## config.mk

```make
export PLATFORM = sky130hd
export DESIGN_NAME = kdt_walker
export DESIGN_NICKNAME = d
export VERILOG_FILES = /design/src/rtl/kdt_pkg.sv /design/src/rtl/kdt_lifo.sv /design/src/rtl/kdt_split_sel.sv /design/src/rtl/kdt_walker.sv
export SDC_FILE = /design/constraint.sdc
export NUM_CORES = 1
export LEC_CHECK = 0
export BUFFER_PORTS_ARGS = -buffer_cell sky130_fd_sc_hd__buf_2
export CAP_MARGIN = 10
export CORE_UTILIZATION = 49
export DETAILED_ROUTE_END_ITERATION = 10
export HOLD_SLACK_MARGIN = 0.05
export PLACE_DENSITY = 0.73
export SLEW_MARGIN = 20
export SYNTH_ARGS = -nofsm -noshare
export SYNTH_HDL_FRONTEND = slang
export SYNTH_SLANG_ARGS = --single-unit
```

## constraint.sdc

```tcl
create_clock -name clk_i -period 12.5 [get_ports clk_i]
set_clock_uncertainty 0.05 [all_clocks]
set_input_delay 0.625 -clock clk_i [delete_from_list [all_inputs] [get_ports clk_i]]
set_output_delay 0.625 -clock clk_i [all_outputs]
set_load 0.01 [all_outputs]
```

## src/rtl/kdt_pkg.sv

```systemverilog
package kdt_pkg;
  typedef enum logic [1:0] {ST_IDLE, ST_FETCH, ST_EVAL, ST_POP} kdt_state_e;
  typedef enum logic [1:0] {CLS_NEAR, CLS_FAR, CLS_BOTH} kdt_cls_e;
endpackage

```

## src/rtl/kdt_lifo.sv

```systemverilog
module kdt_lifo #(
  parameter int W     = 40,
  parameter int DEPTH = 32
) (
  input  logic         clk_i,
  input  logic         rst_ni,
  input  logic         clr_i,
  input  logic         push_i,
  input  logic         pop_i,
  input  logic [W-1:0] din_i,
  output logic [W-1:0] dout_o,
  output logic         empty_o,
  output logic         full_o
);
  localparam int PW = $clog2(DEPTH + 1);
  localparam int IW = (DEPTH > 1) ? $clog2(DEPTH) : 1;

  logic [W-1:0]  mem [DEPTH];
  logic [PW-1:0] cnt_q;
  logic [PW-1:0] top_idx;

  assign empty_o = (cnt_q == '0);
  assign full_o  = (cnt_q == PW'(DEPTH));
  assign top_idx = cnt_q - 1'b1;
  assign dout_o  = mem[top_idx[IW-1:0]];

  always_ff @(posedge clk_i or negedge rst_ni) begin
    if (!rst_ni)                 cnt_q <= '0;
    else if (clr_i)              cnt_q <= '0;
    else if (push_i && !full_o)  cnt_q <= cnt_q + 1'b1;
    else if (pop_i && !empty_o)  cnt_q <= cnt_q - 1'b1;
  end

  always_ff @(posedge clk_i) begin
    if (push_i && !full_o && !clr_i) mem[cnt_q[IW-1:0]] <= din_i;
  end
endmodule

```

## src/rtl/kdt_split_sel.sv

```systemverilog
module kdt_split_sel import kdt_pkg::*; #(
  parameter int AW = 8,
  parameter int TW = 16
) (
  input  logic [TW-1:0] tmin_i,
  input  logic [TW-1:0] tmax_i,
  input  logic [TW-1:0] tsplit_i,
  input  logic [1:0]    axis_i,
  input  logic [2:0]    dir_neg_i,
  input  logic [AW-1:0] left_i,
  input  logic [AW-1:0] right_i,
  output kdt_cls_e      cls_o,
  output logic [AW-1:0] near_o,
  output logic [AW-1:0] far_o
);
  logic neg;

  always_comb begin
    case (axis_i)
      2'd0:    neg = dir_neg_i[0];
      2'd1:    neg = dir_neg_i[1];
      2'd2:    neg = dir_neg_i[2];
      default: neg = 1'b0;
    endcase
  end

  assign near_o = neg ? right_i : left_i;
  assign far_o  = neg ? left_i  : right_i;

  always_comb begin
    if (tsplit_i > tmax_i)      cls_o = CLS_NEAR;
    else if (tsplit_i < tmin_i) cls_o = CLS_FAR;
    else                        cls_o = CLS_BOTH;
  end
endmodule

```

## src/rtl/kdt_walker.sv

```systemverilog
module kdt_walker import kdt_pkg::*; #(
  parameter int AW    = 8,
  parameter int TW    = 16,
  parameter int DW    = 16,
  parameter int DEPTH = 32
) (
  input  logic               clk_i,
  input  logic               rst_ni,
  input  logic               ray_start_i,
  input  logic [TW-1:0]      ray_tmin_i,
  input  logic [TW-1:0]      ray_tmax_i,
  input  logic [2:0][DW-1:0] ray_dir_i,
  output logic               busy_o,
  output logic               node_req_o,
  output logic [AW-1:0]      node_addr_o,
  input  logic               node_leaf_i,
  input  logic [1:0]         node_axis_i,
  input  logic [AW-1:0]      node_left_i,
  input  logic [AW-1:0]      node_right_i,
  input  logic [TW-1:0]      node_tsplit_i,
  output logic               leaf_valid_o,
  output logic [AW-1:0]      leaf_node_o,
  output logic [TW-1:0]      leaf_tmin_o,
  output logic [TW-1:0]      leaf_tmax_o,
  input  logic               hit_valid_i,
  input  logic [TW-1:0]      hit_t_i,
  output logic               done_o,
  output logic               early_o,
  output logic               ovf_o
);
  localparam int EW = AW + 2 * TW;

  kdt_state_e    state_q;
  logic [AW-1:0] cur_q;
  logic [TW-1:0] tmin_q, tmax_q, best_q;
  logic          hit_seen_q;
  logic [2:0]    dir_neg_q;

  kdt_cls_e      cls;
  logic [AW-1:0] near_idx, far_idx;
  logic          stk_push, stk_pop, stk_clr, stk_empty, stk_full;
  logic [EW-1:0] stk_top;
  logic [AW-1:0] top_node;
  logic [TW-1:0] top_tmin, top_tmax;
  logic          hit_any, stop_now, split_both;
  logic [TW-1:0] hit_eff;

  kdt_split_sel #(.AW(AW), .TW(TW)) u_sel (
    .tmin_i   (tmin_q),
    .tmax_i   (tmax_q),
    .tsplit_i (node_tsplit_i),
    .axis_i   (node_axis_i),
    .dir_neg_i(dir_neg_q),
    .left_i   (node_left_i),
    .right_i  (node_right_i),
    .cls_o    (cls),
    .near_o   (near_idx),
    .far_o    (far_idx)
  );

  kdt_lifo #(.W(EW), .DEPTH(DEPTH)) u_stk (
    .clk_i  (clk_i),
    .rst_ni (rst_ni),
    .clr_i  (stk_clr),
    .push_i (stk_push),
    .pop_i  (stk_pop),
    .din_i  ({far_idx, node_tsplit_i, tmax_q}),
    .dout_o (stk_top),
    .empty_o(stk_empty),
    .full_o (stk_full)
  );

  assign {top_node, top_tmin, top_tmax} = stk_top;

  // closest hit so far, including one arriving this cycle
  assign hit_any = hit_seen_q || hit_valid_i;
  assign hit_eff = (hit_valid_i && (!hit_seen_q || hit_t_i < best_q)) ? hit_t_i : best_q;
  assign stop_now = hit_any && (hit_eff < top_tmin);

  assign split_both = (state_q == ST_EVAL) && !node_leaf_i && (cls == CLS_BOTH);
  assign stk_clr    = (state_q == ST_IDLE) && ray_start_i;
  assign stk_push   = split_both && !stk_full;
  assign stk_pop    = (state_q == ST_POP) && !stk_empty && !stop_now;

  assign busy_o       = (state_q != ST_IDLE);
  assign node_req_o   = (state_q == ST_FETCH);
  assign node_addr_o  = cur_q;
  assign leaf_valid_o = (state_q == ST_EVAL) && node_leaf_i;
  assign leaf_node_o  = cur_q;
  assign leaf_tmin_o  = tmin_q;
  assign leaf_tmax_o  = tmax_q;
  assign ovf_o        = split_both && stk_full;
  assign early_o      = (state_q == ST_POP) && !stk_empty && stop_now;
  assign done_o       = ((state_q == ST_POP) && (stk_empty || stop_now)) || ovf_o;

  always_ff @(posedge clk_i or negedge rst_ni) begin
    if (!rst_ni) begin
      state_q    <= ST_IDLE;
      cur_q      <= '0;
      tmin_q     <= '0;
      tmax_q     <= '0;
      best_q     <= '0;
      hit_seen_q <= 1'b0;
      dir_neg_q  <= '0;
    end else begin
      if (state_q != ST_IDLE && hit_valid_i) begin
        best_q     <= hit_eff;
        hit_seen_q <= 1'b1;
      end
      unique case (state_q)
        ST_IDLE: if (ray_start_i) begin
          cur_q      <= '0;
          tmin_q     <= ray_tmin_i;
          tmax_q     <= ray_tmax_i;
          hit_seen_q <= 1'b0;
          for (int a = 0; a < 3; a++) dir_neg_q[a] <= ray_dir_i[a][DW-1];
          state_q    <= ST_FETCH;
        end
        ST_FETCH: state_q <= ST_EVAL;
        ST_EVAL: begin
          if (node_leaf_i) begin
            state_q <= ST_POP;
          end else begin
            unique case (cls)
              CLS_NEAR: begin cur_q <= near_idx; state_q <= ST_FETCH; end
              CLS_FAR:  begin cur_q <= far_idx;  state_q <= ST_FETCH; end
              default: begin
                if (stk_full) begin
                  state_q <= ST_IDLE;
                end else begin
                  cur_q   <= near_idx;
                  tmax_q  <= node_tsplit_i;
                  state_q <= ST_FETCH;
                end
              end
            endcase
          end
        end
        ST_POP: begin
          if (stk_empty || stop_now) begin
            state_q <= ST_IDLE;
          end else begin
            cur_q   <= top_node;
            tmin_q  <= top_tmin;
            tmax_q  <= top_tmax;
            state_q <= ST_FETCH;
          end
        end
        default: state_q <= ST_IDLE;
      endcase
    end
  end
endmodule

```

# [Word-level counts from Yosys, hierarchy flattened]
# Memories as Yosys holds them, arrays and structs flattened.
# Cells that the tools add are included.
[totals] reg_bits=68 mem_bits_rw=1280 mem_count=1
[classes] add_sub_neg=2 n_lt_le_gt_ge=4 n_eq_ne=14 muxes=35 reduce_logical=39
[mem_list] name="u_stk.mem" depth=32 width=40 read_ports=1 rd_ports_with_merged_regs=0 write_ports=1 line="kdt_lifo.sv:18" rtl="logic [W-1:0] mem [DEPTH];"
[ops] cell="two-way mux 16 bit" n=8
[ops] cell="< comparator 16 bit" n=3
[ops] cell="two-way mux 8 bit" n=6
[ops] cell="one-hot mux 16 bit (3 select lines)" n=1
[ops] cell="one-hot mux 16 bit (2 select lines)" n=1
[ops] cell="one-hot mux 8 bit (3 select lines)" n=1
[ops] cell="two-way mux 6 bit" n=3
[ops] cell="greater-than comparator 16 bit" n=1
[ops] cell="logical AND 1 bit" n=16
[ops] cell="one-hot mux 8 bit (2 select lines)" n=1
[ops] cell="inequality test 2 bit (second input constant)" n=5
[ops] cell="equality test 2 bit (second input constant)" n=4
[ops] cell="two-way mux 1 bit" n=8
[ops] cell="two-way mux 2 bit" n=4
[ops] cell="one-hot mux 2 bit (4 select lines)" n=1
[ops] cell="adder 6 x 1 -> 6 bit (second input constant)" n=1
[ops] cell="equality test 2 x 1 -> 1 bit (second input constant)" n=3
[ops] cell="equality test 6 bit (second input constant)" n=1
[ops] cell="zero test 1 bit" n=6
[ops] cell="zero test 2 bit" n=3
[ops] cell="zero test 6 bit" n=1
[ops] cell="AND reduction 6 bit" n=1
[ops] cell="nonzero test 3 bit" n=2
[ops] cell="subtractor 6 x 1 -> 6 bit (second input constant)" n=1
[ops] cell="other kinds (8)" n=12

# [Depth between registers and ports, before layout]
[depth] ltp_word=12 depth_mapped=23 mapped_depth_nobuf=17

# [By module]
# From an unflattened synthesis, not the netlist that was laid out.
[unflattened] hier_cells=2793 area_unflattened_um2=55330.6
[by_module_without_submodules] mod="kdt_lifo" instances=1 cells_per_inst=2217 area_per_inst_um2=50144.3 seq_area_each_um2=38587.0
[by_module_without_submodules] mod="kdt_walker" instances=1 cells_per_inst=446 area_per_inst_um2=4187.8 seq_area_each_um2=1551.5
[by_module_without_submodules] mod="kdt_split_sel" instances=1 cells_per_inst=130 area_per_inst_um2=998.5 seq_area_each_um2=0.0

# [Worst setup path before layout]
# No wires, ideal clock.
[synth_timing] path_kind="flip-flop to output port" startpoint="reg u_stk.cnt_q[0]" endpoint="out done_o" arrival_ns=5.260 required_ns=11.825 setup_slack_ns=6.565 path_stages_with_launch=22 n_path_buf=7 cell_sequence="dfrtp_1 -> buf_2 -> clkbuf_1 -> clkbuf_1 -> inv_1 -> ha_1 -> clkbuf_1 -> buf_2 -> buf_1 -> clkbuf_1 -> mux4_2 -> mux4_2 -> mux2i_1 -> ha_1 -> a21o_1 -> a21o_1 -> a21oi_1 -> o21ai_0 -> a31oi_1 -> o211ai_2 -> o21a_1 -> a21oi_1"
[synth_via] elab_chain_len=7 word_cells_on_any_way=10
[synth_rtl] item="start, declared" line="kdt_lifo.sv:19" rtl="logic [PW-1:0] cnt_q;"
[synth_rtl] item="start signal, assigned" line="kdt_lifo.sv:30" rtl="else if (push_i && !full_o) cnt_q <= cnt_q + 1'b1;"
[synth_rtl] item="start signal, assigned" line="kdt_lifo.sv:31" rtl="else if (pop_i && !empty_o) cnt_q <= cnt_q - 1'b1;"
[synth_rtl] item="subtractor 6 x 1 -> 6 bit" line="kdt_lifo.sv:24" rtl="assign top_idx = cnt_q - 1'b1;"
[synth_rtl] item="memory read (32 x 40 bit)"
[synth_rtl] item="< comparator 16 bit" line="kdt_walker.sv:78" rtl="assign stop_now = hit_any && (hit_eff < top_tmin);"
[synth_rtl] item="logical AND 1 bit" line="kdt_walker.sv:78"
[synth_rtl] item="logical OR 1 bit" line="kdt_walker.sv:94" rtl="assign done_o = ((state_q == ST_POP) && (stk_empty || stop_now)) || ovf_o;"
[synth_rtl] item="logical AND 1 bit" line="kdt_walker.sv:94"
[synth_rtl] item="logical OR 1 bit (*)" line="kdt_walker.sv:94"
[synth_rtl] item="end, declared" line="kdt_walker.sv:27" rtl="output logic done_o,"
# Mark *: on every way between the ends. The rest lies on a longest branch, timed or not.

# [Worst setup path in the final report]
# Same ends and word-level chain as after synthesis.

==> results by group <==
Pwr
  – Max VDD drop: 0.000183 V
  – LEAKAGE: 19.8 nW
  – Sw power: 4.69 mW
  – Register share of total power: 0.382
  – Power share of the clock group: 0.269
  – Gate power share: 0.350
  – Int Power: 9.88 mW
  – Total Power: roughly 15 mW
  – Switch share: 0.322
  – Pwr/cell area: 239 mW/mm²

STA
  – Setup tns final: 0 ns
  – Max_slew headroom: 0.204
  – Fmax: around 130 MHz
  – Max Slew Vio Count: 0
  – Endpoints failing setup: 0
  – WHS: 0.140 ns
  – Fin crit period: about 7.7 ns
  – Setup WS post-layout: about 4.8 ns
  – RSZ-0062 raised after global routing: no
  – Hold Vio Cnt, Final: 0
  – Worst-Margin Slew: 1.19 ns
  – Period utilization: 0.617

Clock network
  – Clock latency on the worst-skew pair: 0.73 ns
  – Sink Count: 1348
  – H-tree depth: 4
  – Total CTS buffers: 132
  – Post-cts resize count: 0
  – CTS Hold Bufs: 3
  – Worst-case clock buffer depth: 3
  – Clk root buf: clkbuf_16
  – Worst-path clk slew: roughly 0.06 ns
  – Setup bufs post-CTS: 0
  – CTS tree: built

Final layout
  – Fillers: ~7800
  – Antenna cells: 0
  – Area growth, synth to finish: 13.3%
  – Commonest non-fill, non-tap cell in the layout: edfxtp_1
  – Fin cells: 4227
  – Nets: 2904
  – Layout cells sized above 1: 0.321
  – Most frequent cells in the layout: edfxtp_1 (1280), mux4_2 (400), buf_2 (142)

Place
  – Cell total after placement: 3980
  – Dpl ws: 5.34 ns
  – RD Place Congestion: roughly 0.90
  – Dpl hpwl: about 69000 µm
  – Port Buffers: 143

Worst setup path
  – Most numerous cell on the critical path: o21ai_0
  – Arrival time of the worst setup path: 7.04 ns
  – Crit path max fanout: 32
  – Critical Path Sink Type: primary output
  – CP Cell Sequence: inv_1 > ha_4 > xnor2_2 > buf_4 > buf_4 > mux4_2 > mux2i_1 > ha_1 > nor2b_1 > o21ai_0 > o21ai_0 > o21ai_0 > o211ai_2 > o21a_1 > a21oi_1 > buf_2
  – Required @ worst endpoint: 11.82 ns
  – Reg-to-reg setup timing slack: around 5.3 ns
  – CP max-delay cell: buf_4
  – Critical path type: register to primary output
  – CP peak stage delay: 0.79 ns
  – Startpoint types: register

Synth
  – Netlist cell types: 52
  – Synth warn: 0
  – Syn Std Cell Area: 0.0537 mm²
  – Synth Instances: 2471
  – Post-synth EDFFs: ~1300
  – #FFs+latches synth: 1348
  – Mean Syn Cell Area: approximately 22 µm²
  – Syn nets: 2671
  – Asr flop ratio synth: 0.0504
  – Ys flop type: edfxtp_1
  – Register area share after synthesis: 0.747

Routing
  – Residual DRC: 0
  – 1st-pass router iterations: 7
  – Via density: between 6 and 7
  – Final ANT Viol Nets: 0
  – WL/cell: 31.1 µm
  – Via count: 26849
  – DR iter-0 viols: approximately 3500
  – DRT Wirelength: 131000 µm

Min path
  – Hold Crit Class: primary input to register

Floorplanning
  – Die W: 333 µm
  – Core box area: 0.109 mm²
  – Starting density of the core: 0.494
  – Die Y-Extent: 333 µm
  – I/O Pins: approximately 190
  – Rows: 121
  – Die Area: 0.111 mm²

Outcome
  – Status: complete, no violations

Flow run
  – Max-cap violation count: 0

Global routing
  – First-pass GRT wire length: about 190000 µm
  – Number of global-route vias before repair: ~27000
  – Largest net degree at the start of global routing: 76
  – GRT Util Overall: 0.238
  – Initial antenna violation count: 3
  – Total grt overflow: 0
## path summary, 6_finish.rpt
| path | startpoint | to | cells past startpoint |
|---|---|---|---|
| setup / recovery | u_stk.cnt_q[0]$_DFFE_PN0P_ | done_o | 16 |
| hold / removal | hit_t_i[0] | best_q[0]$_DFFE_PN0P_ | 2 |
| setup reg to reg | u_stk.cnt_q[0]$_DFFE_PN0P_ | leaf_node_o[1]$_DFFE_PN0P_ | 16 |
| hold reg to reg | leaf_node_o[6]$_DFFE_PN0P_ | leaf_node_o[6]$_DFFE_PN0P_ | 1 |
| max in group asynchronous | rst_ni | u_stk.cnt_q[0]$_DFFE_PN0P_ | 2 |
| min in group asynchronous | rst_ni | best_q[3]$_DFFE_PN0P_ | 2 |
## metrics by stage
stage / area [µm²] / utilization
3_3_place_gp: 56500 / 0.520
6_report: 60900 / 0.560
3_5_place_dp: 56500 / 0.520
2_1_floorplan: 53700 / -
4_1_cts: 60800 / 0.560
5_1_grt: 60900 / 0.560
## cell families (layout without fill, tap and decap cells)
group | count (synthesis) | count (layout) | share of synthesized area
adders and majority gates | 65 | 65 | 0.0151
buffers and inverters | 183 | 525 | 0.0143
DFF | 1348 | 1348 | 0.747
muxes | 494 | 494 | 0.186
AOI/OAI and AO/OA | 175 | 175 | 0.0196
and+or+nand+nor | 201 | 201 | 0.0164
xor gates and xnor gates | 5 | 5 | 0.00109
## power groups by stage
stage	logic (mW)	registers (mW)	clock network [mW]
after floorplan	3.51	5.67	0
after global placement	4.96	5.63	0
after detailed placement	5.08	5.65	0
after CTS	5.11	5.55	3.96
after global routing	5.44	5.57	4.13
final	5.09	5.56	3.92
## routing by layer
| metal | track usage | up-vias | wire length, µm |
|---|---|---|---|
| li1 | - | 10818 | - |
| met1 | 0.338 | 14251 | 52600 |
| met2 | 0.375 | 1550 | 62600 |
| met3 | 0.0497 | 230 | 12900 |
| met4 | 0.0723 | 0 | 3240 |
| met5 | 0 | - | 0 |
## final cells by class
type,count,area (µm²),area share
sequential,1348,40100,0.660
multi-input combinational,940,13100,0.215
clock buffer,169,3470,0.0571
tap,1414,1770,0.0291
timing repair buffer,227,1370,0.0224
clock inverter,74,803,0.0132
inverter,55,206,0.00339
## critical path, delay by kind of cell, from the launching register on
kind                       cells  cell delay, ns
buffers and inverters          4            1.81
AOI/OAI and AO/OA              6            1.23
xor gates and xnor gates       1            0.78
and+or+nand+nor                1            0.13
muxes                          2            1.14
DFF                            1            0.57
adders and majority gates      2            0.58
## registers in the layout, indices dropped and copies added (netlist names)
name         flops
u_stk.mem     1280
best_q          16
leaf_tmax_o     16
leaf_tmin_o     16
leaf_node_o      8
u_stk.cnt_q      6
dir_neg_q        3
state_q          2
hit_seen_q       1
## synthesized netlist by cell type, types with 2 or more instances
library cell,number,share of area
nand3b_1,4,0.00056
nor4_1,4,0.00047
a21o_1,6,0.00084
o21ai_1,24,0.0022
or3b_2,2,0.00033
and2_1,4,0.00047
nor2_1,84,0.0059
buf_2,39,0.0036
mux2_2,43,0.0090
a211oi_1,6,0.00084
o21ai_0,41,0.0038
o2bb2ai_1,8,0.0013
a21oi_1,60,0.0056
a22oi_1,8,0.0011
mux4_2,400,0.17
dfrtp_1,68,0.032
buf_4,9,0.0013
buf_1,11,0.00077
nor2b_1,6,0.00070
inv_1,55,0.0038
clkbuf_1,69,0.0048
o21a_1,5,0.00070
nand4_1,9,0.0010
nand3_1,10,0.00093
nor3_1,3,0.00028
o221ai_1,3,0.00049
xnor2_1,2,0.00033
ha_1,65,0.015
nand2_1,68,0.0048
edfxtp_1,1280,0.72
mux2i_1,51,0.0095
nand2b_1,2,0.00023
a31oi_1,3,0.00035
Note: power is estimated with default switching activity, not from simulation.
